### src/rtl/serial_rx_pkg.sv
package serial_rx_pkg;

  typedef enum logic [2:0] {
    RX_IDLE  = 3'd0,
    RX_START = 3'd1,
    RX_DATA  = 3'd2,
    RX_PAR   = 3'd3,
    RX_STOP  = 3'd4
  } rx_state_e;

  typedef struct packed {
    logic ready;
    logic overrun;
    logic frame_err;
    logic par_err;
  } rx_flags_t;

endpackage

### src/rtl/rx_reset_sync.sv
module rx_reset_sync #(
  parameter int STAGES = 2
) (
  input  logic clk,
  input  logic rst_n,
  output logic rst_n_sync
);
  logic [STAGES-1:0] chain_q;

  always_ff @(posedge clk or negedge rst_n) begin
    if (!rst_n) chain_q <= '0;
    else        chain_q <= {chain_q[STAGES-2:0], 1'b1};
  end

  assign rst_n_sync = chain_q[STAGES-1];
endmodule

### src/rtl/rx_line_sync.sv
module rx_line_sync #(
  parameter int STAGES = 2
) (
  input  logic clk,
  input  logic rst_n,
  input  logic din,
  output logic dout
);
  logic [STAGES-1:0] sync_q;

  always_ff @(posedge clk or negedge rst_n) begin
    if (!rst_n) sync_q <= '1;
    else        sync_q <= {sync_q[STAGES-2:0], din};
  end

  assign dout = sync_q[STAGES-1];
endmodule

### src/rtl/rx_baud_tick.sv
module rx_baud_tick #(
  parameter int DIV = 4
) (
  input  logic clk,
  input  logic rst_n,
  output logic tick
);
  generate
    if (DIV <= 1) begin : g_every_cycle
      assign tick = 1'b1;
    end else begin : g_divider
      localparam int CW = $clog2(DIV);
      localparam logic [CW-1:0] LAST = CW'(DIV - 1);
      logic [CW-1:0] cnt_q, cnt_d;
      logic          wrap;

      assign wrap = (cnt_q == LAST);

      always_comb begin
        cnt_d = wrap ? '0 : cnt_q + 1'b1;
      end

      always_ff @(posedge clk or negedge rst_n) begin
        if (!rst_n) cnt_q <= '0;
        else        cnt_q <= cnt_d;
      end

      assign tick = wrap;
    end
  endgenerate
endmodule

### src/rtl/rx_frame_fsm.sv
module rx_frame_fsm
  import serial_rx_pkg::*;
#(
  parameter int OVS    = 16,
  parameter int DATA_W = 8
) (
  input  logic              clk,
  input  logic              rst_n,
  input  logic              tick,
  input  logic              rxd_s,
  input  logic              arm,
  input  logic              par_en,
  output logic              done,
  output logic [DATA_W-1:0] data,
  output logic              par_bit,
  output logic              stop_bit
);
  localparam int CW = $clog2(OVS);
  localparam int IW = (DATA_W > 1) ? $clog2(DATA_W) : 1;
  localparam logic [CW-1:0] MID_START = CW'(OVS / 2 - 1);
  localparam logic [CW-1:0] BIT_LAST  = CW'(OVS - 1);
  localparam logic [IW-1:0] IDX_LAST  = IW'(DATA_W - 1);

  rx_state_e         st_q, st_d;
  logic [CW-1:0]     cnt_q, cnt_d;
  logic [IW-1:0]     idx_q, idx_d;
  logic [DATA_W-1:0] sh_q, sh_d;
  logic              par_q, par_d;
  logic              stop_q, stop_d;
  logic              done_q, done_d;
  logic              at_centre;

  assign at_centre = (cnt_q == BIT_LAST);

  always_comb begin
    st_d   = st_q;
    cnt_d  = cnt_q;
    idx_d  = idx_q;
    sh_d   = sh_q;
    par_d  = par_q;
    stop_d = stop_q;
    done_d = 1'b0;
    unique case (st_q)
      RX_IDLE: begin
        if (tick && arm && !rxd_s) begin
          st_d  = RX_START;
          cnt_d = '0;
        end
      end
      RX_START: begin
        if (tick) begin
          if (cnt_q == MID_START) begin
            cnt_d = '0;
            idx_d = '0;
            st_d  = rxd_s ? RX_IDLE : RX_DATA;
          end else begin
            cnt_d = cnt_q + 1'b1;
          end
        end
      end
      RX_DATA: begin
        if (tick) begin
          if (at_centre) begin
            cnt_d = '0;
            sh_d  = {rxd_s, sh_q[DATA_W-1:1]};
            if (idx_q == IDX_LAST) st_d = par_en ? RX_PAR : RX_STOP;
            else                   idx_d = idx_q + 1'b1;
          end else begin
            cnt_d = cnt_q + 1'b1;
          end
        end
      end
      RX_PAR: begin
        if (tick) begin
          if (at_centre) begin
            cnt_d = '0;
            par_d = rxd_s;
            st_d  = RX_STOP;
          end else begin
            cnt_d = cnt_q + 1'b1;
          end
        end
      end
      RX_STOP: begin
        if (tick) begin
          if (at_centre) begin
            cnt_d  = '0;
            stop_d = rxd_s;
            done_d = 1'b1;
            st_d   = RX_IDLE;
          end else begin
            cnt_d = cnt_q + 1'b1;
          end
        end
      end
      default: st_d = RX_IDLE;
    endcase
  end

  always_ff @(posedge clk or negedge rst_n) begin
    if (!rst_n) begin
      st_q   <= RX_IDLE;
      cnt_q  <= '0;
      idx_q  <= '0;
      sh_q   <= '0;
      par_q  <= 1'b0;
      stop_q <= 1'b1;
      done_q <= 1'b0;
    end else begin
      st_q   <= st_d;
      cnt_q  <= cnt_d;
      idx_q  <= idx_d;
      sh_q   <= sh_d;
      par_q  <= par_d;
      stop_q <= stop_d;
      done_q <= done_d;
    end
  end

  assign done     = done_q;
  assign data     = sh_q;
  assign par_bit  = par_q;
  assign stop_bit = stop_q;
endmodule

### src/rtl/serial_rx_core.sv
module serial_rx_core
  import serial_rx_pkg::*;
#(
  parameter int CLK_PER_TICK = 4,
  parameter int OVERSAMPLE   = 16,
  parameter int DATA_W       = 8,
  parameter int SYNC_STAGES  = 2
) (
  input  logic              clk,
  input  logic              rst_n,
  input  logic              rxd,
  input  logic              cfg_par_en,
  input  logic              cfg_par_odd,
  input  logic              irq_en,
  input  logic              clr_ready,
  input  logic              clr_overrun,
  input  logic              clr_frame_err,
  input  logic              clr_par_err,
  output logic [DATA_W-1:0] rx_byte,
  output logic              st_ready,
  output logic              st_overrun,
  output logic              st_frame_err,
  output logic              st_par_err,
  output logic              irq_rx_full,
  output logic              irq_rx_err
);
  logic              rst_n_i;
  logic              tick;
  logic              rxd_s;
  logic              frame_done;
  logic [DATA_W-1:0] frame_data;
  logic              frame_par;
  logic              frame_stop;
  logic              rx_hold;

  rx_flags_t         flags_q, flags_d;
  logic [DATA_W-1:0] byte_q, byte_d;
  logic              hold_q, hold_d;

  rx_reset_sync #(.STAGES(2)) u_rst (
    .clk(clk), .rst_n(rst_n), .rst_n_sync(rst_n_i)
  );

  rx_line_sync #(.STAGES(SYNC_STAGES)) u_sync (
    .clk(clk), .rst_n(rst_n_i), .din(rxd), .dout(rxd_s)
  );

  rx_baud_tick #(.DIV(CLK_PER_TICK)) u_tick (
    .clk(clk), .rst_n(rst_n_i), .tick(tick)
  );

  rx_frame_fsm #(.OVS(OVERSAMPLE), .DATA_W(DATA_W)) u_fsm (
    .clk(clk), .rst_n(rst_n_i), .tick(tick), .rxd_s(rxd_s),
    .arm(!rx_hold), .par_en(cfg_par_en),
    .done(frame_done), .data(frame_data),
    .par_bit(frame_par), .stop_bit(frame_stop)
  );

  assign rx_hold = hold_q;

  logic ev_ovr, ev_frm, ev_par, ev_any, want_par;

  always_comb begin
    want_par = (^frame_data) ^ cfg_par_odd;
    ev_ovr   = frame_done && flags_q.ready;
    ev_frm   = frame_done && !frame_stop;
    ev_par   = frame_done && cfg_par_en && (frame_par != want_par);
    ev_any   = ev_ovr || ev_frm || ev_par;

    flags_d.ready     = flags_q.ready     && !clr_ready;
    flags_d.overrun   = flags_q.overrun   && !clr_overrun;
    flags_d.frame_err = flags_q.frame_err && !clr_frame_err;
    flags_d.par_err   = flags_q.par_err   && !clr_par_err;
    byte_d            = byte_q;

    if (frame_done && !ev_any) flags_d.ready = 1'b1;
    if (ev_ovr)                flags_d.overrun   = 1'b1;
    if (ev_frm)                flags_d.frame_err = 1'b1;
    if (ev_par)                flags_d.par_err   = 1'b1;
    if (frame_done && !ev_ovr) byte_d = frame_data;

    if (ev_any) hold_d = 1'b1;
    else        hold_d = hold_q && (flags_q.ready || flags_q.overrun ||
                                    flags_q.frame_err || flags_q.par_err);
  end

  always_ff @(posedge clk or negedge rst_n_i) begin
    if (!rst_n_i) begin
      flags_q <= '0;
      byte_q  <= '0;
      hold_q  <= 1'b0;
    end else begin
      flags_q <= flags_d;
      byte_q  <= byte_d;
      hold_q  <= hold_d;
    end
  end

  assign rx_byte      = byte_q;
  assign st_ready     = flags_q.ready;
  assign st_overrun   = flags_q.overrun;
  assign st_frame_err = flags_q.frame_err;
  assign st_par_err   = flags_q.par_err;
  assign irq_rx_full  = irq_en && flags_q.ready;
  assign irq_rx_err   = irq_en && (flags_q.overrun || flags_q.frame_err || flags_q.par_err);
endmodule

### config.mk
export PLATFORM = sky130hd
export DESIGN_NAME = serial_rx_core
export DESIGN_NICKNAME = d
export VERILOG_FILES = /design/src/rtl/serial_rx_pkg.sv /design/src/rtl/rx_reset_sync.sv /design/src/rtl/rx_line_sync.sv /design/src/rtl/rx_baud_tick.sv /design/src/rtl/rx_frame_fsm.sv /design/src/rtl/serial_rx_core.sv
export SDC_FILE = /design/constraint.sdc
export NUM_CORES = 1
export LEC_CHECK = 0
export BUFFER_PORTS_ARGS = -buffer_cell sky130_fd_sc_hd__buf_2
export CAP_MARGIN = 10
export CORE_MARGIN = 2
export CORE_UTILIZATION = 57
export DETAILED_ROUTE_END_ITERATION = 6
export MAX_ROUTING_LAYER = met4
export PLACE_DENSITY = 0.86
export SLEW_MARGIN = 20
export SYNTH_ARGS = -nofsm -noshare
export SYNTH_HDL_FRONTEND = slang
export SYNTH_HIERARCHICAL = 1
export SYNTH_SLANG_ARGS = --single-unit
### constraint.sdc
create_clock -name clk -period 1.3 [get_ports clk]
set_input_delay 0.26 -clock clk [delete_from_list [all_inputs] [get_ports clk]]
set_output_delay 0.26 -clock clk [all_outputs]
set_load 0.03 [all_outputs]
[After elaboration in Yosys (flattened, before gate mapping)]
Index checks and enable logic that the tools add are counted.
Storage, ports and cells
  output and inout bits: 14
  register bits after elaboration: 40
  logic and storage cells: 117
Operators by class
  add/sub/neg operators: 3
  mux-type cells: 34
  bitwise logic cells: 1
  equal/unequal tests: 21
  reduce and logical (&&, ||, !) cells: 42
Operator list (count)
  $mux W3: 16
  $ne A2 B1 Y1 const B: 11
  $mux W4: 5
  $logic_and A1 B1 Y1: 15
  $pmux W3 S5: 1
  $pmux W4 S3: 1
  $reduce_and A10 Y1: 1
  $logic_not A1 Y1: 9
  $reduce_and A3 Y1: 3
  $mux W1: 8
  $reduce_xor A8 Y1: 1
  $logic_or A1 B1 Y1: 7
  $eq A3 B2 Y1 const B: 2
  $eq A3 B3 Y1 const B: 2
  $pmux W3 S2: 1
  $reduce_and A6 Y1: 1
  $add A4 B1 Y4 const B: 1
  $eq A4 B3 Y1 const B: 1
  $eq A4 B4 Y1 const B: 1
  $mux W2: 2
  $reduce_and A4 Y1: 1
  $add A3 B1 Y3 const B: 1
  $eq A3 B1 Y1 const B: 1
  $logic_not A3 Y1: 1
  other kinds (8): 8

[Depth between registers and ports, before layout]
Gate-level depths: netlist of the first run.
  word-level depth: 8
  mapped depth: 5

[Cells and area by module]
Netlist of the first run, hierarchy kept.
Modules (own cells, without submodules)
  rx_frame_fsm: area an instance 1107.3 sq um, instances 1, cells an instance 102, sequential area each 526.8 sq um
  serial_rx_core: area an instance 628.1 sq um, instances 1, cells an instance 48, sequential area each 325.3 sq um
  rx_baud_tick: area an instance 66.3 sq um, instances 1, cells an instance 4, sequential area each 50.0 sq um
  rx_reset_sync: area an instance 53.8 sq um, instances 1, cells an instance 3, sequential area each 50.0 sq um
  rx_line_sync: area an instance 52.6 sq um, instances 1, cells an instance 2, sequential area each 52.6 sq um

[Least setup slack after synthesis of the first run]
Ideal clock, no wire load.
  path type: flip-flop to flip-flop
  from: reg u_fsm.cnt_q[0]
  to: reg u_fsm.st_q[1]
  path buffers: 0
  stages on the path, launching flop included: 6
  data required time: 1.174 ns
  arrival: 1.563 ns
  library setup time: 0.126 ns
  clock period less this slack: 1.689 ns
  setup slack: -0.389 ns
  path through: dfrtp_1 > ha_1 > nand4_2 > a21boi_1 > or3_1 > a221o_1
Between the ends
  word-level cells in the longest chain between the ends: 3
  elaborated cells on any way between the ends: 7
Ends and longest elaborated chain
  from (decl): line rx_frame_fsm.sv:25  | logic [CW-1:0] cnt_q, cnt_d;
  from (signal assigned): line rx_frame_fsm.sv:111  | cnt_q <= cnt_d;
  $eq A4 B4 Y1 or $eq A4 B3 Y1 (tied branches): line rx_frame_fsm.sv:33, rx_frame_fsm.sv:52
  $ne A2 B1 Y1 (no source line)
  $reduce_and A10 Y1 (no source line) (*)
  to (signal assigned): line rx_frame_fsm.sv:110  | st_q <= st_d;
  to (decl): line rx_frame_fsm.sv:24  | rx_state_e st_q, st_d;
Every way passes the cells marked *; elsewhere a longest branch is shown, timed or not.
A chain may end at the register's enable or synchronous reset.

==> results of run 1 <==
-- metrics by stage --
stage | setup TNS (ps) | cell area [um2]
6_report | -7731 | 2999
5_1_grt | -8652 | 2999
4_1_cts | -6310 | 2673
3_5_place_dp | -6795 | 2440
3_3_place_gp | -5311 | 2440
2_1_floorplan | -4025 | 1972
-- sequential cells by signal, summed over array words and instances, names as in the netlist, 2 cells and up --
signal / count
u_fsm/cnt_q: 4
u_fsm/idx_q: 3
u_rst/chain_q: 2
u_sync/sync_q: 2
rx_byte: 8
u_fsm/data: 8
u_fsm/st_q: 3
u_tick/g_divider.cnt_q: 2
-- critical path: cells and delay by family (launching register included) --
family / cells / cell delay [ps]
XOR/XNOR: 3 / 860
AND/OR/NAND/NOR: 1 / 160
flip-flops: 1 / 430
AO/OA/AOI/OAI: 1 / 240
-- power groups by stage --
stage | registers, mW | clock network, mW | logic [mW]
6_report | 1.56 | 0.689 | 2.62
5_1_grt | 1.57 | 0.756 | 2.78
4_1_cts | 1.52 | 0.682 | 1.60
3_5_place_dp | 1.55 | 0 | 1.51
3_3_place_gp | 1.54 | 0 | 1.43
2_1_floorplan | 1.49 | 0 | 0.882
-- what timing repair did --
item | in CTS | in global routing
pin swaps | 8 | 19
buffers inserted | 6 | 16
hold endpoints to repair | 3 | 0
endpoints found under the setup margin | 26 | 34
hold buffers | 2 | 0
gates resized for setup | 29 | 54
-- Yosys cell counts, types with 2 or more instances --
cell	n	area share
a21oi_1	3	0.0079
and2_1	2	0.0066
and3_1	3	0.0098
buf_2	2	0.0052
buf_4	2	0.0079
dfrtp_1	37	0.49
dfstp_2	3	0.041
ha_1	4	0.026
inv_1	9	0.018
mux2_2	21	0.12
nand2_1	9	0.018
nand2b_1	3	0.0098
nand3b_1	3	0.012
nor2_1	7	0.014
o21ai_0	7	0.018
o22ai_1	2	0.0066
o31ai_1	3	0.012
o41ai_1	2	0.0092
or2_2	2	0.0066
or3_1	2	0.0066
xnor2_1	8	0.037
-- worst paths after layout --
path	to	cells past startpoint
worst max register to register	st_ready$_DFF_PN0_	5
min in group asynchronous	u_rst/chain_q[1]$_DFF_PN0_	2
worst min-delay path	st_overrun$_DFF_PN0_	2
worst max-delay path	st_ready$_DFF_PN0_	5
max in group asynchronous	u_sync/sync_q[0]$_DFF_PN1_	1
worst min register to register	u_fsm/st_q[2]$_DFFE_PN0P_	1
-- final cells by class --
type	count	area (um2)	area share
inverters	9	33.78	0.01126
multi-input cells	106	1144	0.3813
flip-flops and latches	40	1011	0.3371
clock inverters	1	7.507	0.002503
clock buffers	7	55.05	0.01836
well taps	46	57.56	0.01919
repair buffers	86	690.7	0.2303
-- cells by family after synthesis --
| logic type | after synthesis | synth area share |
|---|---|---|
| XOR/XNOR | 11 | 0.06164 |
| other | 1 | 0.001965 |
| AO/OA/AOI/OAI | 29 | 0.1108 |
| buffers and inverters | 13 | 0.03082 |
| adder cells (fa/ha/maj) | 4 | 0.02623 |
| AND/OR/NAND/NOR | 40 | 0.1180 |
| multiplexers | 21 | 0.1239 |
| flip-flops | 40 | 0.5266 |
-- metal layers --
layer	share of wire	track usage	routed length, um
met1	0.35	0.2921	2366
met2	0.54	0.4947	3651
met3	0.062	0.09317	423
met4	0.049	0.1368	335
met5	0	-	0
==> results.json, run 1 <==
{
  "status": "complete, but fails checks",
  "violations": "setup timing",
  "synth_seq_cells": 40,
  "total_power_mw": 4.875,
  "slew_headroom": 0.6298,
  "hpwl_um": 3275,
  "netlist_area_mm2": 0.001908,
  "async_reset_ff_frac": 1.000,
  "grt_pass1_vias": 1639,
  "grt_pass1_wl_um": 7376,
  "fp-row-count": 21,
  "start_kind": "flip-flop",
  "internal-power_mw": 2.974,
  "initial_core_util": 0.5810,
  "fillers": 112,
  "hold_violations": 0,
  "max_clock_freq_mhz": 571.3,
  "dieWidth_um": 61.86,
  "numCtsBuffers": 5,
  "tightestPinTransition_ps": 549.5,
  "most-common-layout-cells": "48 x buf_4, 32 x dfrtp_1, 18 x buf_2, 16 x buf_6, 11 x mux2_4",
  "synth_warnings": 6,
  "hold_ws_ps": 62.67,
  "critPathCaptureType": "flip-flop",
  "drtIter0Drc": 198,
  "rsz0062_at_grt": "yes",
  "ios": 24,
  "cp.required_ps": 1580,
  "drive_gt1_frac": 0.6426,
  "grt_max_degree": 29,
  "avgSynthCellArea_um2": 12.00,
  "drtPass1Iterations": 6,
  "area_delta_synth_final_pct": 57.18,
  "r2r_start": "u_fsm/data[6]$_DFFE_PN0P_",
  "cpMostUsedCell": "xnor2_2",
  "p_seq_frac": 0.321,
  "track_usage": 0.2865,
  "slowest_stage": "xnor3_1",
  "swShare": 0.3901,
  "power_frac_comb": 0.538,
  "die_h_um": 61.86,
  "finalWirelength_um": 6777,
  "yosysSeqAreaShare": 0.5266,
  "cts_buffer_depth": 2,
  "finalCriticalPeriod_ps": 1750,
  "htreeDepth": 2,
  "stdcell_count": 295,
  "min_path_type": "primary input to flip-flop",
  "leakage_nw": 1.441,
  "post-place-ws_ps": -398.8,
  "vias": 1811,
  "routedWlPerCell_um": 22.97,
  "dp_cells": 265,
  "finalSetupViolCount": 26,
  "p_switching_mw": 1.902,
  "arrival_ps": 2030,
  "ir_drop_uv": 1210,
  "maxCapViolations": 0,
  "syn_inst": 159,
  "layout_commonest_cell": "buf_4",
  "fin_util": 0.9131,
  "drv_slew": 0,
  "power_frac_clock": 0.141,
  "globalplace.congestion": 0.9659,
  "critPathMaxFanout": 2,
  "r2r_slack_ps": -450,
  "vias_per_cell": 6.139,
  "ctsRootBufferMaster": "clkbuf_4",
  "diodes": 0,
  "coreArea_mm2": 0.003284,
  "holdCritStartpoint": "clr_overrun",
  "synth_nets": 173,
  "worstPathCellList": "xnor2_2 -> xnor3_1 -> xnor2_2 -> and2_4 -> o32ai_2",
  "crit_type": "flip-flop to flip-flop",
  "clkSinkCount": 40,
  "antenna_left": 0,
  "period_share": 1.346,
  "skew_ps": 15.09,
  "synthFlopType": "dfrtp_1",
  "critical_path.max_stage_delay_ps": 480,
  "clk-insertion-delay-late_ps": 360,
  "layout_setup_ws_ps": -450.3,
  "cts_tree": "done",
  "nets": 262,
  "synth_cell_types": 46,
  "drc": 0,
  "crit_start": "u_fsm/data[6]$_DFFE_PN0P_",
  "antenna_found_initial": 0,
  "io_buffers": 23,
  "gr-total-overflow": 0,
  "die_area_mm2": 0.003826,
  "path_clk_slew_ps": 130,
  "synth_edf_count": 0,
  "powerDensity_mw_per_mm2": 1626
}
(Power assumes the default switching activity.)
==> run 2: changes to the inputs <==
- PLACE_DENSITY: 0.86 -> 0.82
==> run 2 against run 1 <==
Compared with the run above: the flow still finishes with violations (setup timing); sequential share of layout area grew 0.72 points; routed wire length down 1.3%; combinational power is 11% lower; non-clock buffer count is 4 lower; maximum frequency shrank 5.4%; setup slack worse by 100 ps; clock skew increased by 11 ps; clock-buffer cell count is 1 lower; core utilization decreased by 2.0 points; sequential power about the same.
==> results.json, run 2 (same netlist as run 1, synthesis figures left out) <==
{
  "drtIter0Drc": 158,
  "hold_violations": 0,
  "period_share": 1.423,
  "rsz0062_at_grt": "yes",
  "crit_type": "flip-flop to flip-flop",
  "coreArea_mm2": 0.003284,
  "finalWirelength_um": 6686,
  "hold_ws_ps": 95.97,
  "leakage_nw": 1.439,
  "globalplace.congestion": 0.8767,
  "numCtsBuffers": 5,
  "path_clk_slew_ps": 120,
  "stdcell_count": 291,
  "routedWlPerCell_um": 22.98,
  "dieWidth_um": 61.86,
  "crit_start": "u_fsm/st_q[0]$_DFFE_PN0P_",
  "finalSetupViolCount": 33,
  "r2r_start": "u_fsm/st_q[0]$_DFFE_PN0P_",
  "hpwl_um": 2920,
  "dp_cells": 261,
  "clkSinkCount": 40,
  "fp-row-count": 21,
  "arrival_ps": 2080,
  "cts_tree": "done",
  "cts_buffer_depth": 2,
  "post-place-ws_ps": -354.1,
  "finalCriticalPeriod_ps": 1851,
  "cp.required_ps": 1530,
  "maxCapViolations": 0,
  "ctsRootBufferMaster": "clkbuf_4",
  "antenna_found_initial": 0,
  "critPathCaptureType": "flip-flop",
  "grt_pass1_wl_um": 7976,
  "violations": "setup timing",
  "powerDensity_mw_per_mm2": 1634,
  "vias": 1780,
  "final.setup.tns_ps": -7501,
  "drive_gt1_frac": 0.6204,
  "most-common-layout-cells": "46 x buf_4, 33 x dfrtp_1, 19 x buf_2, 14 x buf_6, 13 x mux2_4",
  "htreeDepth": 2,
  "critPathMaxFanout": 6,
  "drc": 0,
  "antenna_left": 0,
  "tightestPinTransition_ps": 548.2,
  "die_area_mm2": 0.003826,
  "die_h_um": 61.86,
  "drtPass1Iterations": 4,
  "worstPathCellList": "buf_6 -> xor2_1 -> buf_4 -> a211oi_1 -> o41ai_1 -> o31ai_2",
  "cp_num_buf_inv": 2,
  "status": "complete, but fails checks",
  "slew_headroom": 0.6298,
  "layout_commonest_cell": "buf_4",
  "track_usage": 0.3043,
  "diodes": 0,
  "grt_max_degree": 25,
  "min_path_type": "primary input to flip-flop",
  "ios": 24,
  "grt_pass1_vias": 1654,
  "holdCritStartpoint": "clr_overrun",
  "drv_slew": 0,
  "max_clock_freq_mhz": 540.4,
  "layout_setup_ws_ps": -550.5,
  "clk-insertion-delay-late_ps": 380,
  "io_buffers": 23,
  "critical_path.max_stage_delay_ps": 470,
  "slowest_stage": "o41ai_1",
  "initial_core_util": 0.5810,
  "nets": 258,
  "crit_family": "compound AO/OA/AOI/OAI gates",
  "start_kind": "flip-flop",
  "gr-total-overflow": 0,
  "area_delta_synth_final_pct": 53.70,
  "skew_ps": 26.30,
  "ir_drop_uv": 1324,
  "vias_per_cell": 6.117
}
-- run 2: layout make-up --
| type | instances | area [um2] |
|---|---|---|
| Inverter | 9 | 33.78 |
| Timing Repair Buffer | 82 | 638.1 |
| Clock buffer | 6 | 51.30 |
| Tap cell | 46 | 57.56 |
| Fill cell | 115 | 351.6 |
| Clock inverter | 2 | 38.79 |
| Sequential cell | 40 | 1010 |
| Multi-Input combinational cell | 106 | 1104 |
-- run 2: layer usage --
layer | up-vias | track usage | share of wire
li1 | 737 | - | -
met1 | 875 | 0.3449 | 0.37
met2 | 131 | 0.5383 | 0.50
met3 | 37 | 0.05383 | 0.072
met4 | 0 | 0.1064 | 0.059
met5 | - | - | 0
-- run 2: worst paths after layout --
check,cells past startpoint,to,slack (ps)
setup / recovery,6,u_fsm/st_q[0]$_DFFE_PN0P_,-550
hold / removal,2,st_overrun$_DFF_PN0_,100
setup reg to reg,6,u_fsm/st_q[0]$_DFFE_PN0P_,-550
hold reg to reg,1,rx_byte[0]$_DFFE_PN0P_,210
max in group asynchronous,1,u_sync/sync_q[0]$_DFF_PN1_,710
min in group asynchronous,2,u_rst/chain_q[0]$_DFF_PN0_,190
-- run 2: power by group --
part	switching (mW)	total [mW]	internal, mW
sequential	0.192	1.56	1.37
clock	0.441	0.902	0.461
combinational	1.14	2.33	1.19
-- run 2: timing repair --
| item | CTS | global route |
|---|---|---|
| gates resized for setup | 54 | 17 |
| hold buffers | 2 | 0 |
| buffers inserted | 12 | 11 |
| endpoints found under the setup margin | 25 | 36 |
| pin swaps | 16 | 6 |
| endpoints found under the hold margin | 3 | 0 |
-- run 2: per-stage QoR --
stage / instance area [um2] / total power [mW] / utilization
2_1_floorplan: 1972 / 2.368 / -
3_3_place_gp: 2410 / 2.957 / 0.7337
3_5_place_dp: 2410 / 3.047 / 0.7337
4_1_cts: 2779 / 4.298 / 0.8461
5_1_grt: 2933 / 4.946 / 0.8930
6_report: 2933 / 4.791 / 0.8930
